`src/rtl/dts_pkg.sv`:
```
package dts_pkg;
    typedef enum logic [3:0] {
        ST_IDLE,
        ST_SETUP,
        ST_SHIFT,
        ST_EXTRA,
        ST_PREP,
        ST_LAUNCH,
        ST_CAPTURE,
        ST_POST,
        ST_UNLOAD,
        ST_DONE
    } dts_state_e;
endpackage

```
`src/rtl/dts_shift_counter.sv`:
```
module dts_shift_counter #(
    parameter int IDX_W = 4
) (
    input  logic             clk,
    input  logic             rst_n,
    input  logic             load_i,
    input  logic             dec_i,
    input  logic [IDX_W-1:0] load_val_i,
    output logic [IDX_W-1:0] cnt_o,
    output logic             zero_o
);
    always_ff @(posedge clk or negedge rst_n) begin
        if (!rst_n)
            cnt_o <= '0;
        else if (load_i)
            cnt_o <= load_val_i;
        else if (dec_i && cnt_o != '0)
            cnt_o <= cnt_o - 1'b1;
    end

    assign zero_o = (cnt_o == '0);
endmodule

```
`src/rtl/dts_fsm.sv`:
```
module dts_fsm
    import dts_pkg::*;
(
    input  logic       clk,
    input  logic       rst_n,
    input  logic       start_i,
    input  logic       los_i,
    input  logic       at_speed_i,
    input  logic       cnt_zero_i,
    output dts_state_e state_o,
    output logic       accept_o,
    output logic       scan_en_o,
    output logic       pulse_o,
    output logic       fast_o,
    output logic       busy_o,
    output logic       done_o,
    output logic       cnt_load_o,
    output logic       cnt_dec_o
);
    dts_state_e state_q, state_d;

    always_comb begin
        state_d = state_q;
        unique case (state_q)
            ST_IDLE:    if (start_i) state_d = ST_SETUP;
            ST_SETUP:   state_d = ST_SHIFT;
            ST_SHIFT:   if (cnt_zero_i) state_d = los_i ? ST_EXTRA : ST_PREP;
            ST_EXTRA:   state_d = ST_PREP;
            ST_PREP:    state_d = los_i ? ST_CAPTURE : ST_LAUNCH;
            ST_LAUNCH:  state_d = ST_CAPTURE;
            ST_CAPTURE: state_d = ST_POST;
            ST_POST:    state_d = ST_UNLOAD;
            ST_UNLOAD:  if (cnt_zero_i) state_d = ST_DONE;
            ST_DONE:    state_d = ST_IDLE;
            default:    state_d = ST_IDLE;
        endcase
    end

    always_ff @(posedge clk or negedge rst_n) begin
        if (!rst_n) state_q <= ST_IDLE;
        else        state_q <= state_d;
    end

    always_comb begin
        scan_en_o  = 1'b0;
        pulse_o    = 1'b0;
        fast_o     = 1'b0;
        cnt_load_o = 1'b0;
        cnt_dec_o  = 1'b0;
        unique case (state_q)
            ST_IDLE:    ;
            ST_SETUP:   begin scan_en_o = 1'b1; cnt_load_o = 1'b1; end
            ST_SHIFT:   begin scan_en_o = 1'b1; pulse_o = 1'b1; cnt_dec_o = 1'b1; end
            ST_EXTRA:   begin scan_en_o = 1'b1; pulse_o = 1'b1; end
            ST_PREP:    fast_o = 1'b1;
            ST_LAUNCH:  begin pulse_o = 1'b1; fast_o = 1'b1; end
            ST_CAPTURE: begin pulse_o = 1'b1; fast_o = 1'b1; end
            ST_POST:    begin scan_en_o = 1'b1; cnt_load_o = 1'b1; end
            ST_UNLOAD:  begin scan_en_o = 1'b1; pulse_o = 1'b1; cnt_dec_o = 1'b1; end
            ST_DONE:    ;
            default:    ;
        endcase
        if (at_speed_i && state_q != ST_IDLE)
            fast_o = 1'b1;
    end

    assign state_o  = state_q;
    assign accept_o = (state_q == ST_IDLE) && start_i;
    assign busy_o   = (state_q != ST_IDLE);
    assign done_o   = (state_q == ST_DONE);

    // clock select never moves on a pulse cycle
    assert_sel_stable_R5: assert property (@(posedge clk) disable iff (!rst_n)
        pulse_o |-> (fast_o == $past(fast_o)));

    // normal-mode edges are at rated speed
    assert_normal_fast_R4: assert property (@(posedge clk) disable iff (!rst_n)
        (pulse_o && !scan_en_o) |-> fast_o);

    // shift edges stay slow unless at-speed
    assert_shift_slow_R6: assert property (@(posedge clk) disable iff (!rst_n)
        (pulse_o && scan_en_o && !at_speed_i) |-> !fast_o);

    assert_atspeed_all_R7: assert property (@(posedge clk) disable iff (!rst_n)
        (pulse_o && at_speed_i) |-> fast_o);

    assert_done_pulse_R10: assert property (@(posedge clk) disable iff (!rst_n)
        done_o |=> (!done_o && !busy_o));

    assert_busy_start_R11: assert property (@(posedge clk) disable iff (!rst_n)
        $rose(busy_o) |-> $past(start_i));
endmodule

```
`src/rtl/dts_datapath.sv`:
```
module dts_datapath
    import dts_pkg::*;
#(
    parameter int MAXLEN = 16,
    parameter int LEN_W  = 5,
    parameter int IDX_W  = 4,
    parameter int PI_W   = 16,
    parameter int PO_W   = 4
) (
    input  logic              clk,
    input  logic              rst_n,
    input  logic              accept_i,
    input  dts_state_e        state_i,
    input  logic [IDX_W-1:0]  cnt_i,
    input  logic              launch_mode_i,
    input  logic              at_speed_i,
    input  logic [MAXLEN-1:0] pattern_i,
    input  logic [LEN_W-1:0]  len_i,
    input  logic [PI_W-1:0]   pi_first_i,
    input  logic [PI_W-1:0]   pi_second_i,
    input  logic              los_bit_i,
    input  logic              chain_out_i,
    input  logic [PO_W-1:0]   po_i,
    output logic              los_o,
    output logic              at_speed_o,
    output logic [IDX_W-1:0]  cnt_init_o,
    output logic              chain_in_o,
    output logic [PI_W-1:0]   pi_o,
    output logic [MAXLEN-1:0] resp_o,
    output logic [PO_W-1:0]   po_cap_o
);
    logic [MAXLEN-1:0] pat_q;
    logic [LEN_W-1:0]  len_q;
    logic [PI_W-1:0]   v1_q, v2_q;
    logic              extra_q;

    always_ff @(posedge clk or negedge rst_n) begin
        if (!rst_n) begin
            pat_q      <= '0;
            len_q      <= '0;
            v1_q       <= '0;
            v2_q       <= '0;
            extra_q    <= 1'b0;
            los_o      <= 1'b0;
            at_speed_o <= 1'b0;
            resp_o     <= '0;
            po_cap_o   <= '0;
        end else begin
            if (accept_i) begin
                pat_q      <= pattern_i;
                len_q      <= len_i;
                v1_q       <= pi_first_i;
                v2_q       <= pi_second_i;
                extra_q    <= los_bit_i;
                los_o      <= launch_mode_i;
                at_speed_o <= at_speed_i;
                resp_o     <= '0;
            end
            if (state_i == ST_CAPTURE)
                po_cap_o <= po_i;
            if (state_i == ST_UNLOAD)
                resp_o[cnt_i] <= chain_out_i;
        end
    end

    assign cnt_init_o = IDX_W'(len_q - LEN_W'(1));

    always_comb begin
        chain_in_o = 1'b0;
        if (state_i == ST_SHIFT)      chain_in_o = pat_q[cnt_i];
        else if (state_i == ST_EXTRA) chain_in_o = extra_q;
    end

    assign pi_o = (state_i == ST_CAPTURE || (state_i == ST_PREP && los_o)) ? v2_q : v1_q;

    // unload never feeds pattern data back into the chain
    assert_unload_zero_R9: assert property (@(posedge clk) disable iff (!rst_n)
        (state_i == ST_UNLOAD) |-> !chain_in_o);
endmodule

```
`src/rtl/delay_test_seq.sv`:
```
module delay_test_seq
    import dts_pkg::*;
#(
    parameter int MAXLEN = 16,
    parameter int PI_W   = 16,
    parameter int PO_W   = 4,
    localparam int LEN_W = $clog2(MAXLEN + 1),
    localparam int IDX_W = (MAXLEN > 1) ? $clog2(MAXLEN) : 1
) (
    input  logic              clk,
    input  logic              rst_n,
    input  logic              start_i,
    input  logic              launch_mode_i,
    input  logic              at_speed_i,
    input  logic [MAXLEN-1:0] pattern_i,
    input  logic [LEN_W-1:0]  len_i,
    input  logic [PI_W-1:0]   pi_first_i,
    input  logic [PI_W-1:0]   pi_second_i,
    input  logic              los_bit_i,
    input  logic              chain_out_i,
    input  logic [PO_W-1:0]   po_i,
    output logic              scan_en_o,
    output logic              chain_in_o,
    output logic              clk_fast_o,
    output logic              pulse_o,
    output logic [PI_W-1:0]   pi_o,
    output logic              capture_o,
    output logic [MAXLEN-1:0] resp_o,
    output logic [PO_W-1:0]   po_cap_o,
    output logic              at_speed_o,
    output logic              busy_o,
    output logic              done_o
);
    dts_state_e       state;
    logic             accept, los_q, cnt_load, cnt_dec, cnt_zero;
    logic [IDX_W-1:0] cnt, cnt_init;

    dts_fsm u_fsm (
        .clk        (clk),
        .rst_n      (rst_n),
        .start_i    (start_i),
        .los_i      (los_q),
        .at_speed_i (at_speed_o),
        .cnt_zero_i (cnt_zero),
        .state_o    (state),
        .accept_o   (accept),
        .scan_en_o  (scan_en_o),
        .pulse_o    (pulse_o),
        .fast_o     (clk_fast_o),
        .busy_o     (busy_o),
        .done_o     (done_o),
        .cnt_load_o (cnt_load),
        .cnt_dec_o  (cnt_dec)
    );

    dts_shift_counter #(.IDX_W(IDX_W)) u_cnt (
        .clk        (clk),
        .rst_n      (rst_n),
        .load_i     (cnt_load),
        .dec_i      (cnt_dec),
        .load_val_i (cnt_init),
        .cnt_o      (cnt),
        .zero_o     (cnt_zero)
    );

    dts_datapath #(
        .MAXLEN (MAXLEN),
        .LEN_W  (LEN_W),
        .IDX_W  (IDX_W),
        .PI_W   (PI_W),
        .PO_W   (PO_W)
    ) u_dp (
        .clk           (clk),
        .rst_n         (rst_n),
        .accept_i      (accept),
        .state_i       (state),
        .cnt_i         (cnt),
        .launch_mode_i (launch_mode_i),
        .at_speed_i    (at_speed_i),
        .pattern_i     (pattern_i),
        .len_i         (len_i),
        .pi_first_i    (pi_first_i),
        .pi_second_i   (pi_second_i),
        .los_bit_i     (los_bit_i),
        .chain_out_i   (chain_out_i),
        .po_i          (po_i),
        .los_o         (los_q),
        .at_speed_o    (at_speed_o),
        .cnt_init_o    (cnt_init),
        .chain_in_o    (chain_in_o),
        .pi_o          (pi_o),
        .resp_o        (resp_o),
        .po_cap_o      (po_cap_o)
    );

    assign capture_o = (state == ST_CAPTURE);
endmodule

```
`config.mk`:
```
export PLATFORM = sky130hd
export DESIGN_NAME = delay_test_seq
export DESIGN_NICKNAME = d
export VERILOG_FILES = /design/src/rtl/dts_pkg.sv /design/src/rtl/dts_shift_counter.sv /design/src/rtl/dts_fsm.sv /design/src/rtl/dts_datapath.sv /design/src/rtl/delay_test_seq.sv
export SDC_FILE = /design/constraint.sdc
export NUM_CORES = 1
export LEC_CHECK = 0
export BUFFER_PORTS_ARGS = -buffer_cell sky130_fd_sc_hd__buf_2
export CAP_MARGIN = 20
export CORE_UTILIZATION = 42
export DETAILED_ROUTE_END_ITERATION = 6
export PLACE_DENSITY = 0.66
export SYNTH_ARGS = -nofsm -noshare
export SYNTH_HDL_FRONTEND = slang
export SYNTH_SLANG_ARGS = --single-unit
```
`constraint.sdc`:
```
create_clock -name clk -period 2.4 [get_ports clk]
set_input_delay 0.48 -clock clk [delete_from_list [all_inputs] [get_ports clk]]
set_output_delay 0.48 -clock clk [all_outputs]
set_load 0.02 [all_outputs]
```
==> results.cfg <==
[status]
status = complete, no violations

[sta]
relSlewSlack = 0.668
fmax_mhz = 428
setup_viol = 0
rsz0062_at_grt = true
finalClockSkew_ps = 8.25
final_hold_viol_count = 0
maxSlewViolCount = 0
worst_slew_pin_slew_ps = 498
min_period_ps = 2340
fin_crit_sh = 0.974
worst_hold_slack_ps = 71.1

[clock_tree]
clk_pin_slew_worst_paths_ps = 80
clockBufferDepth = 2
clock_latency_ps = 350
cts_tree = built
cts_root_buffer = clkbuf_8
cts_num_sinks = 83
postCtsHoldBufs = 0
numCtsBuffers = 9
htree_levels = 3

[synth]
synth_top_area_frac = 0.528
synth_top_family_by_area = multiplexers
synth_compound_area_frac = 0.0652
syn_inst = 308
yosysWarnings = 0
muxShareOfSynthArea = 0.278
synth_fp_nets = 373
synth_most_common_cell = dfrtp_1
synth_flop_cell = dfrtp_1
synthTopCellsByArea = dfrtp_1 53%, mux2_2 21%, mux2i_1 4.1%, mux4_2 2.3%, nand2_1 2.3%
synth_common_cells = 83 x dfrtp_1, 75 x mux2_2, 24 x nand2_1
synth-simple-area-share = 0.0847
synth.ff_latch_count = 83
synth_edf_count = 0
syn_area_mm2 = 0.00393
yosysTopAreaCell = dfrtp_1
synth_xor_area_frac = 0.0134
async_reset_ff_frac = 1.00
synth.distinct_cells = 44
syn_area_per_cell_um2 = 12.8
ys_seq_area_frac = 0.528
synthAdderAreaFrac = 0.00318

[routing]
drcViolationCount = 0
via_per_inst = 5.19
drtPass1Iterations = 4
drtIter0Drc = 66
vias = 2794
antenna_left = 0
routed_wl_mm = 8.17
wl_per_cell_um = 15.2

[global_route]
grt_pass1_vias = 2852
grt-ovfl-total = 0
grt_usage = 0.176
antenna_found_initial = 0
grt_max_degree = 52
grt_pass1_wl_mm = 13.4

[power_and_ir_drop]
switching_share = 0.377
intPower_mw = 4.12
p_leak_nw = 2.32
switchingPower_mw = 2.49
power_frac_seq = 0.367
vdd_drop_max_uv = 646
p_comb_frac = 0.481
p_clk_frac = 0.152
powerDensity_mw_per_mm2 = 1330

[worst_setup_path]
cp-start-kind = register
critPathArrivalTime_ps = 1860
worstSetupPathType = register to output port
critPathCaptureType = output port
critPathRequiredTime_ps = 1920
reg2reg_depth = 8
cp_max_fo = 5
rrSetupSlack_ps = 420

[die]
die_area_mm2 = 0.00975
std_cell_rows = 34
fp.coreArea_mm2 = 0.00889
ios = 108
chipWidth_um = 98.7
start_util = 0.442
die_h_um = 98.7

[worst_hold_path]
hold_class = input port to asynchronous set/reset pin

[place]
globalplace.congestion = 0.845
placed_area_mm2 = 0.00464
port_buffers = 106
dp.final_hpwl_mm = 5.69

[cells_and_area]
fin_nets = 490
drive_above_1_share = 0.560
diodes = 0
fin_area_mm2 = 0.00495
area_growth_pct = 26.0

[flow_run]
cap_violations = 0
metrics by stage:
stage	utilization	instances	setup TNS [ps]	setup slack [ps]	power (mW)
after detailed placement	0.522	516	0	264	5.45
after floorplan	-	308	0	208	4.59
final	0.557	538	0	61.7	6.61
after global placement	0.522	516	0	272	5.36
after global routing	0.557	538	-33.8	-25.5	7.08
after CTS	0.548	534	0	7.49	6.53
power by group through the flow:
stage	combinational, mW	sequential, mW	clock, mW
floorplan	2.22	2.37	0
global placement	2.95	2.42	0
detailed placement	3.00	2.45	0
CTS	3.07	2.43	1.04
global route	3.46	2.51	1.11
finish	3.18	2.42	1.01
flip-flops by register name, indices dropped and copies added, names as in the netlist, 4 cells and up:
register,cells
u_cnt.cnt_o,4
u_dp.len_q,4
u_dp.pat_q,16
u_dp.po_cap_o,4
u_dp.resp_o,16
u_dp.v1_q,16
u_dp.v2_q,16
u_fsm.state_o,4
kinds of logic after synthesis:
| logic type | count (synthesis) |
|---|---|
| AND/OR/NAND/NOR | 62 |
| buffers and inverters | 24 |
| multiplexers | 95 |
| flip-flops | 83 |
| adder cells (fa/ha/maj) | 1 |
| AO/OA/AOI/OAI | 37 |
| XOR/XNOR | 6 |
timing repair:
action,CTS,global route
pin swaps,0,5
resized for setup,6,17
cloned,0,1
endpoints found under the setup margin,17,17
endpoints found under the hold margin,0,0
buffers inserted,2,3
final timing paths:
| path | from | to |
|---|---|---|
| max | u_cnt.cnt_o[2] | chain_in_o |
| min | rst_n | u_dp.extra_q |
| max reg2reg | u_fsm.state_o[2] | u_cnt.cnt_o[2] |
| min reg2reg | u_dp.v1_q[1] | u_dp.v1_q[1] |
| max in group asynchronous | rst_n | u_cnt.cnt_o[2] |
| min in group clk | pi_second_i[10] | u_dp.v2_q[10] |
area by class of cell:
type	instances	area (µm²)
flip-flops and latches	83	2080
clock buffers	9	124
inverters	4	15.0
clock inverters	7	76.3
well taps	108	135
repair buffers	126	709
fillers	792	3940
multi-input cells	201	1810
critical path, cell delays in order, from the launching register on:
cell and delay [ps]:
dfrtp_2 440, mux4_2 530, a22oi_2 190, a31o_4 170, a21oi_2 40, buf_4 150
per-layer routing:
metal,up-vias,global-route usage,part of all wire
met5,-,0,0
met4,0,0.0792,0.016
met3,9,0.0461,0.044
met2,60,0.292,0.49
met1,1374,0.218,0.45
li1,1351,-,-
cells in the final DEF, fill, tap and decap left out, drive strengths merged, types with 2 or more instances in the layout:
| cell | netlist | final |
|---|---|---|
| buf | 10 | 126 |
| dfrtp | 83 | 83 |
| mux2 | 75 | 75 |
| nand2 | 24 | 24 |
| mux2i | 16 | 16 |
| clkbuf | 10 | 9 |
| o211ai | 7 | 7 |
| o31ai | 7 | 7 |
| nor2 | 7 | 7 |
| a21oi | 7 | 7 |
| inv | 4 | 6 |
| nor2b | 6 | 6 |
| nand2b | 5 | 5 |
| nand3 | 5 | 5 |
| xor2 | 4 | 4 |
| mux4 | 4 | 4 |
| o22ai | 3 | 3 |
| o21ai | 3 | 3 |
| nor3b | 3 | 3 |
| nor3 | 3 | 3 |
| nand4 | 2 | 2 |
| a21boi | 2 | 2 |
| xnor2 | 2 | 2 |
| clkinvlp | 0 | 2 |
| clkinv | 0 | 2 |
Power figures use the tool's default switching activity.
